File: src/rtl/mixirq_pkg.sv
package mixirq_pkg;

    // number of interrupt sources handled by the block
    localparam int NSRC = 4;

    // internal source indices
    localparam int SRC_VSYNC = 0;
    localparam int SRC_GL0   = 1;
    localparam int SRC_GL1   = 2;
    localparam int SRC_VP    = 3;

    // write-only vsync clear position in the status word
    localparam int VSYNC_CLR_BIT = 11;

    typedef logic [NSRC-1:0] src_vec_t;

    // bit position of each source in both the status and the enable word
    function automatic int src_bit(input int src);
        case (src)
            SRC_VSYNC: src_bit = 0;
            SRC_GL0:   src_bit = 8;
            SRC_GL1:   src_bit = 9;
            default:   src_bit = 10;
        endcase
    endfunction

    // mask of the bits that software can see in the status or enable word
    function automatic logic [31:0] live_mask();
        live_mask = '0;
        for (int s = 0; s < NSRC; s++) begin
            live_mask[src_bit(s)] = 1'b1;
        end
    endfunction

endpackage

File: src/rtl/mixirq_flag_bank.sv
module mixirq_flag_bank
    import mixirq_pkg::*;
#(
    parameter int NUM_SRC = NSRC
) (
    input  logic               clk,
    input  logic               rst_n,
    input  logic [NUM_SRC-1:0] set_i,
    input  logic [NUM_SRC-1:0] clr_i,
    output logic [NUM_SRC-1:0] flag_o
);

    typedef struct packed {
        logic [NUM_SRC-1:0] flag;
    } bank_state_t;

    bank_state_t st_d, st_q;

    // a hardware set always beats a software clear in the same cycle
    always_comb begin
        st_d = st_q;
        for (int s = 0; s < NUM_SRC; s++) begin
            if (set_i[s]) begin
                st_d.flag[s] = 1'b1;
            end else if (clr_i[s]) begin
                st_d.flag[s] = 1'b0;
            end
        end
    end

    always_ff @(posedge clk or negedge rst_n) begin
        if (!rst_n) begin
            st_q <= '0;
        end else begin
            st_q <= st_d;
        end
    end

    assign flag_o = st_q.flag;

    generate
        for (genvar g = 0; g < NUM_SRC; g++) begin : g_chk
            assert_set_wins_R7: assert property (@(posedge clk) disable iff (!rst_n)
                set_i[g] |=> flag_o[g]);
            assert_clear_R3: assert property (@(posedge clk) disable iff (!rst_n)
                (clr_i[g] && !set_i[g]) |=> !flag_o[g]);
            assert_sticky_R2: assert property (@(posedge clk) disable iff (!rst_n)
                (!clr_i[g] && !set_i[g]) |=> $stable(flag_o[g]));
        end
    endgenerate

endmodule

File: src/rtl/mixirq_regif.sv
module mixirq_regif
    import mixirq_pkg::*;
#(
    parameter int ADDR_W   = 8,
    parameter int DATA_W   = 32,
    parameter int NUM_SRC  = NSRC,
    parameter int STAT_OFS = 'h0C,
    parameter int EN_OFS   = 'h10
) (
    input  logic               clk,
    input  logic               rst_n,
    input  logic [ADDR_W-1:0]  bus_addr,
    input  logic               bus_we,
    input  logic               bus_re,
    input  logic [DATA_W-1:0]  bus_wdata,
    output logic [DATA_W-1:0]  bus_rdata,
    input  logic [NUM_SRC-1:0] flag_i,
    output logic [NUM_SRC-1:0] clr_o,
    output logic [NUM_SRC-1:0] en_o
);

    localparam logic [ADDR_W-1:0] STAT_A = ADDR_W'(STAT_OFS);
    localparam logic [ADDR_W-1:0] EN_A   = ADDR_W'(EN_OFS);
    localparam logic [DATA_W-1:0] RSVD_M = ~DATA_W'(live_mask());

    typedef struct packed {
        logic [NUM_SRC-1:0] en;
        logic [DATA_W-1:0]  rdata;
    } regif_state_t;

    regif_state_t st_d, st_q;
    logic         stat_hit, en_hit;
    logic [NUM_SRC-1:0] clr_d;

    assign stat_hit = (bus_addr == STAT_A);
    assign en_hit   = (bus_addr == EN_A);

    // clear strobes toward the flag bank
    always_comb begin
        clr_d = '0;
        if (bus_we && stat_hit) begin
            for (int s = 0; s < NUM_SRC; s++) begin
                if (s == SRC_VSYNC) begin
                    clr_d[s] = bus_wdata[VSYNC_CLR_BIT];
                end else begin
                    clr_d[s] = bus_wdata[src_bit(s)];
                end
            end
        end
    end

    // enable register and registered read data
    always_comb begin
        st_d       = st_q;
        st_d.rdata = '0;
        if (bus_we && en_hit) begin
            for (int s = 0; s < NUM_SRC; s++) begin
                st_d.en[s] = bus_wdata[src_bit(s)];
            end
        end
        if (bus_re) begin
            if (stat_hit) begin
                for (int s = 0; s < NUM_SRC; s++) begin
                    st_d.rdata[src_bit(s)] = flag_i[s];
                end
            end else if (en_hit) begin
                for (int s = 0; s < NUM_SRC; s++) begin
                    st_d.rdata[src_bit(s)] = st_q.en[s];
                end
            end
        end
    end

    always_ff @(posedge clk or negedge rst_n) begin
        if (!rst_n) begin
            st_q <= '0;
        end else begin
            st_q <= st_d;
        end
    end

    assign clr_o     = clr_d;
    assign en_o      = st_q.en;
    assign bus_rdata = st_q.rdata;

    assert_vsync_ro_R4: assert property (@(posedge clk) disable iff (!rst_n)
        (bus_we && stat_hit && !bus_wdata[VSYNC_CLR_BIT]) |-> !clr_o[SRC_VSYNC]);
    assert_rsvd_zero_R6: assert property (@(posedge clk) disable iff (!rst_n)
        (bus_rdata & RSVD_M) == '0);
    assert_noread_R11: assert property (@(posedge clk) disable iff (!rst_n)
        !bus_re |=> (bus_rdata == '0));
    assert_unmapped_R10: assert property (@(posedge clk) disable iff (!rst_n)
        (bus_re && !stat_hit && !en_hit) |=> (bus_rdata == '0));
    assert_en_hold_R8: assert property (@(posedge clk) disable iff (!rst_n)
        !(bus_we && en_hit) |=> $stable(en_o));

endmodule

File: src/rtl/mixirq_combine.sv
module mixirq_combine
    import mixirq_pkg::*;
#(
    parameter int NUM_SRC = NSRC
) (
    input  logic               clk,
    input  logic               rst_n,
    input  logic [NUM_SRC-1:0] flag_i,
    input  logic [NUM_SRC-1:0] en_i,
    output logic               irq_o
);

    logic [NUM_SRC-1:0] live;

    always_comb begin
        live = '0;
        for (int s = 0; s < NUM_SRC; s++) begin
            live[s] = flag_i[s] & en_i[s];
        end
    end

    assign irq_o = |live;

    assert_irq_off_R9: assert property (@(posedge clk) disable iff (!rst_n)
        (en_i == '0) |-> !irq_o);
    assert_irq_src_R9: assert property (@(posedge clk) disable iff (!rst_n)
        irq_o |-> (flag_i != '0));

endmodule

File: src/rtl/mixirq_status_top.sv
module mixirq_status_top
    import mixirq_pkg::*;
#(
    parameter int ADDR_W   = 8,
    parameter int DATA_W   = 32,
    parameter int STAT_OFS = 'h0C,
    parameter int EN_OFS   = 'h10
) (
    input  logic              clk,
    input  logic              rst_n,
    input  logic [ADDR_W-1:0] bus_addr,
    input  logic              bus_we,
    input  logic              bus_re,
    input  logic [DATA_W-1:0] bus_wdata,
    output logic [DATA_W-1:0] bus_rdata,
    input  logic              evt_vsync,
    input  logic              evt_uf_gl0,
    input  logic              evt_uf_gl1,
    input  logic              evt_uf_vp,
    output logic              irq_out
);

    src_vec_t evt_vec, flag_vec, clr_vec, en_vec;

    always_comb begin
        evt_vec            = '0;
        evt_vec[SRC_VSYNC] = evt_vsync;
        evt_vec[SRC_GL0]   = evt_uf_gl0;
        evt_vec[SRC_GL1]   = evt_uf_gl1;
        evt_vec[SRC_VP]    = evt_uf_vp;
    end

    mixirq_flag_bank #(.NUM_SRC(NSRC)) u_flags (
        .clk    (clk),
        .rst_n  (rst_n),
        .set_i  (evt_vec),
        .clr_i  (clr_vec),
        .flag_o (flag_vec)
    );

    mixirq_regif #(
        .ADDR_W   (ADDR_W),
        .DATA_W   (DATA_W),
        .NUM_SRC  (NSRC),
        .STAT_OFS (STAT_OFS),
        .EN_OFS   (EN_OFS)
    ) u_regif (
        .clk       (clk),
        .rst_n     (rst_n),
        .bus_addr  (bus_addr),
        .bus_we    (bus_we),
        .bus_re    (bus_re),
        .bus_wdata (bus_wdata),
        .bus_rdata (bus_rdata),
        .flag_i    (flag_vec),
        .clr_o     (clr_vec),
        .en_o      (en_vec)
    );

    mixirq_combine #(.NUM_SRC(NSRC)) u_combine (
        .clk    (clk),
        .rst_n  (rst_n),
        .flag_i (flag_vec),
        .en_i   (en_vec),
        .irq_o  (irq_out)
    );

endmodule

File: config.mk
export PLATFORM = sky130hd
export DESIGN_NAME = mixirq_status_top
export DESIGN_NICKNAME = d
export VERILOG_FILES = /design/src/rtl/mixirq_pkg.sv /design/src/rtl/mixirq_flag_bank.sv /design/src/rtl/mixirq_regif.sv /design/src/rtl/mixirq_combine.sv /design/src/rtl/mixirq_status_top.sv
export SDC_FILE = /design/constraint.sdc
export NUM_CORES = 1
export LEC_CHECK = 0
export BUFFER_PORTS_ARGS = -buffer_cell sky130_fd_sc_hd__buf_2
export CORE_UTILIZATION = 34
export CTS_CLUSTER_SIZE = 16
export DETAILED_ROUTE_END_ITERATION = 10
export PLACE_DENSITY = 0.77
export RECOVER_POWER = 50
export SLEW_MARGIN = 20
export SYNTH_ARGS = -nofsm -noshare
export SYNTH_HDL_FRONTEND = slang
export SYNTH_SLANG_ARGS = --single-unit
File: constraint.sdc
create_clock -name clk -period 1.03 [get_ports clk]
set_input_delay 0.103 -clock clk [delete_from_list [all_inputs] [get_ports clk]]
set_output_delay 0.103 -clock clk [all_outputs]
set_load 0.05 [all_outputs]
==> results.sh <==
export IMPL_dr_pass1_iters=4
export IMPL_grtUsageMet2_pct=18.92
export IMPL_yosys_warnings=0
export IMPL_grt_use_met3_pct=2.778
export IMPL_grt_start_max_net_pins=13
export IMPL_routed_wl_mm=1.372
export IMPL_startpoint_type="flop"
export IMPL_post_route_period_util_pct=118.5
export IMPL_slew_headroom_pct=57.03
export IMPL_critPathArrivalTime_ns=1.12
export IMPL_nNetsFinal=154
export IMPL_drtIter0Drc=5
export IMPL_port_buffers=25
export IMPL_n_fill_cell=207
export IMPL_ios=81
export IMPL_synth_area_per_cell_um2=11.06
export IMPL_violations="setup timing"
export IMPL_die_w_um=49.73
export IMPL_root_buffer="clkbuf_4"
export IMPL_wl_per_cell_um=10.39
export IMPL_drv_cap=0
export IMPL_clock_skew_ns=0.01163
export IMPL_syn_cell_area_um2=774.5
export IMPL_final_min_clock_period_ns=1.221
export IMPL_path_class="flop to primary output"
export IMPL_finalMaxSlewViolations=0
export IMPL_clock_path_buffers=2
export IMPL_clock_latency_ns=0.28
export IMPL_worstHoldPathType="input pin to flop"
export IMPL_viasPerCell=4.076
export IMPL_overflow=0
export IMPL_max_slew_worst_pin_slew_ns=0.6446
export IMPL_final_core_util_pct=45.28
export IMPL_end_kind="primary output"
export IMPL_top_usage_layer="met2"
export IMPL_rsz0062_at_grt="true"
export IMPL_setup_viol=1
export IMPL_grt_pass1_vias=481
export IMPL_startpoint="u_flags.flag_o[1]$_DFFE_PN0P_"
export IMPL_vias=538
export IMPL_post_dp_hpwl_mm=1.124
export IMPL_worstPathMaxFanout=3
export IMPL_h_tree_depth=1
export IMPL_clk_pin_slew_ns=0.08
export IMPL_grtUsageTotal_pct=11.96
export IMPL_areaGrowthSynthToFinish_pct=19.39
export IMPL_cts_tree="built"
export IMPL_cts_buffers=3
export IMPL_power_w=0.001248
export IMPL_r2r_start="u_regif.en_o[2]$_DFFE_PN0P_"
export IMPL_cts_num_sinks=12
export IMPL_met1_usage_pct=14.04
export IMPL_design_core_area_um2=2042
export IMPL_required_ns=0.93
export IMPL_synth_cell_types=14
export IMPL_powerDensity_nw_per_um2=1350
export IMPL_outcome="finished with violations"
export IMPL_synth_seq_area_share_pct=38.77
export IMPL_drtAntennaViolNets=0
export IMPL_ys_seq_elements=12
export IMPL_die_area_um2=2473
export IMPL_finalHoldViolations=0
export IMPL_place_ws_ns=-0.2026
export IMPL_antennaDiodeCount=0
export IMPL_worst_slack_ns=-0.1905
export IMPL_layout_drive_gt1_share_pct=39.05
export IMPL_ir_drop_uv=674.8
export IMPL_drt_drc_violations_left=0
export IMPL_num_rows=16
export IMPL_antenna_found_initial=0
export IMPL_p_leak_nw=0.4719
export IMPL_grt_pass1_wl_mm=2.125
export IMPL_gp_congestion=0.8154
export IMPL_synthCells=70
export IMPL_initial_core_util_pct=37.93
export IMPL_worstHoldStart="evt_uf_gl1"
export IMPL_dieHeight_um=49.73
export IMPL_fmax_mhz=819.3
[cell type report]
type | count | area (um^2) | area share, %
clock buffer | 4 | 36.28 | 3.924
multi-input combinational | 56 | 365.4 | 39.51
sequential | 12 | 300.3 | 32.48
tap | 27 | 33.78 | 3.654
timing repair buffer | 33 | 188.9 | 20.43
[through the flow]
stage               hold WS [ns]  instances  cell area (um^2)  TNS (ns)
global placement        -0.01757        124             849.6    -1.532
finish                 0.0009735        132             924.6   -0.1905
CTS                     0.002062        132             927.1   -0.2006
detailed placement     -0.005805        124             849.6    -1.766
global route            0.008115        132             924.6   -0.2505
floorplan                -0.1926         97             875.8   -0.2541
[layer usage]
metal,vias to the layer above,wire (um)
met3,4,101
li1,259,-
met1,247,558
met2,28,676
met4,0,36
met5,-,0
[final timing paths]
| path | end | slack (ns) | depth (start not counted) |
|---|---|---|---|
| worst max register to register | u_regif.en_o[2]$_DFFE_PN0P_ | 0.12 | 2 |
| min in group asynchronous | u_regif.bus_rdata[9]$_DFF_PN0_ | 0.34 | 2 |
| max in group asynchronous | u_regif.bus_rdata[0]$_DFF_PN0_ | 0.26 | 2 |
| worst min-delay path | u_flags.flag_o[2]$_DFFE_PN0P_ | 0.001 | 2 |
| worst max-delay path | irq_out | -0.19 | 3 |
| worst min register to register | u_flags.flag_o[0]$_DFFE_PN0P_ | 0.51 | 1 |
[worst max-delay path, cell delays in order (launching register included)]
cell	delay (ns)
dfrtp_1	0.39
a22oi_1	0.19
nand2_1	0.10
buf_6	0.16
[placed cells by master (no fill, tap or decap)]
| cell | synthesis | layout |
|---|---|---|
| conb_1 | 1 | 28 |
| buf_2 | 1 | 23 |
| dfrtp_1 | 12 | 12 |
| a22oi_1 | 6 | 5 |
| nor2_1 | 4 | 4 |
| mux2_4 | 4 | 4 |
| nand4_1 | 4 | 4 |
| a21o_1 | 4 | 4 |
| buf_4 | 28 | 4 |
| clkbuf_4 | 0 | 3 |
| nand2_1 | 2 | 2 |
| dlygate4sd3_1 | 0 | 2 |
| clkbuf_1 | 0 | 2 |
| nor4_4 | 1 | 1 |
| nor4b_4 | 1 | 1 |
| nor4bb_1 | 1 | 1 |
| a22oi_2 | 0 | 1 |
| nand3_4 | 1 | 1 |
| clkbuf_8 | 0 | 1 |
| buf_6 | 0 | 1 |
| clkbuf_2 | 0 | 1 |
[power by group]
| group | total [W] | internal (W) | switching [W] |
|---|---|---|---|
| logic | 0.000377 | 0.0000743 | 0.000303 |
| clock network | 0.000385 | 0.000215 | 0.000170 |
| registers | 0.000486 | 0.000479 | 0.00000729 |
| total | 0.00125 | 0.000768 | 0.000480 |
[cell families after synthesis]
kind of cell           share of synthesized area (%)
AO/OA/AOI/OAI                                  9.693
multiplexers                                   7.755
buffers and inverters                          27.79
other                                         0.4842
AND/OR/NAND/NOR                                15.51
flip-flops                                     38.77
[cell usage after synthesis (all sizes together)]
master	n	share of area [%]
conb	1	0.48
a21o	4	3.9
nor4b	1	3.1
mux2	4	7.8
nor4bb	1	1.3
dfrtp	12	39
nor4	1	2.7
nand4	4	3.2
nand2	2	0.97
nor2	4	1.9
nand3	1	2.3
a22oi	6	5.8
buf	29	28
[sequential cells by signal, indices dropped and copies added, names as in the netlist]
name	count
u_regif.bus_rdata	4
u_flags.flag_o	4
u_regif.en_o	4
[timing repair]
action / CTS / global route
pin swaps: 1 / 0
setup endpoints to repair: 1 / 1
hold buffers: 2 / 0
setup buffers: 2 / 0
endpoints found under the hold margin: 13 / 0
gates resized for setup: 2 / 1
(Power assumes the default switching activity.)
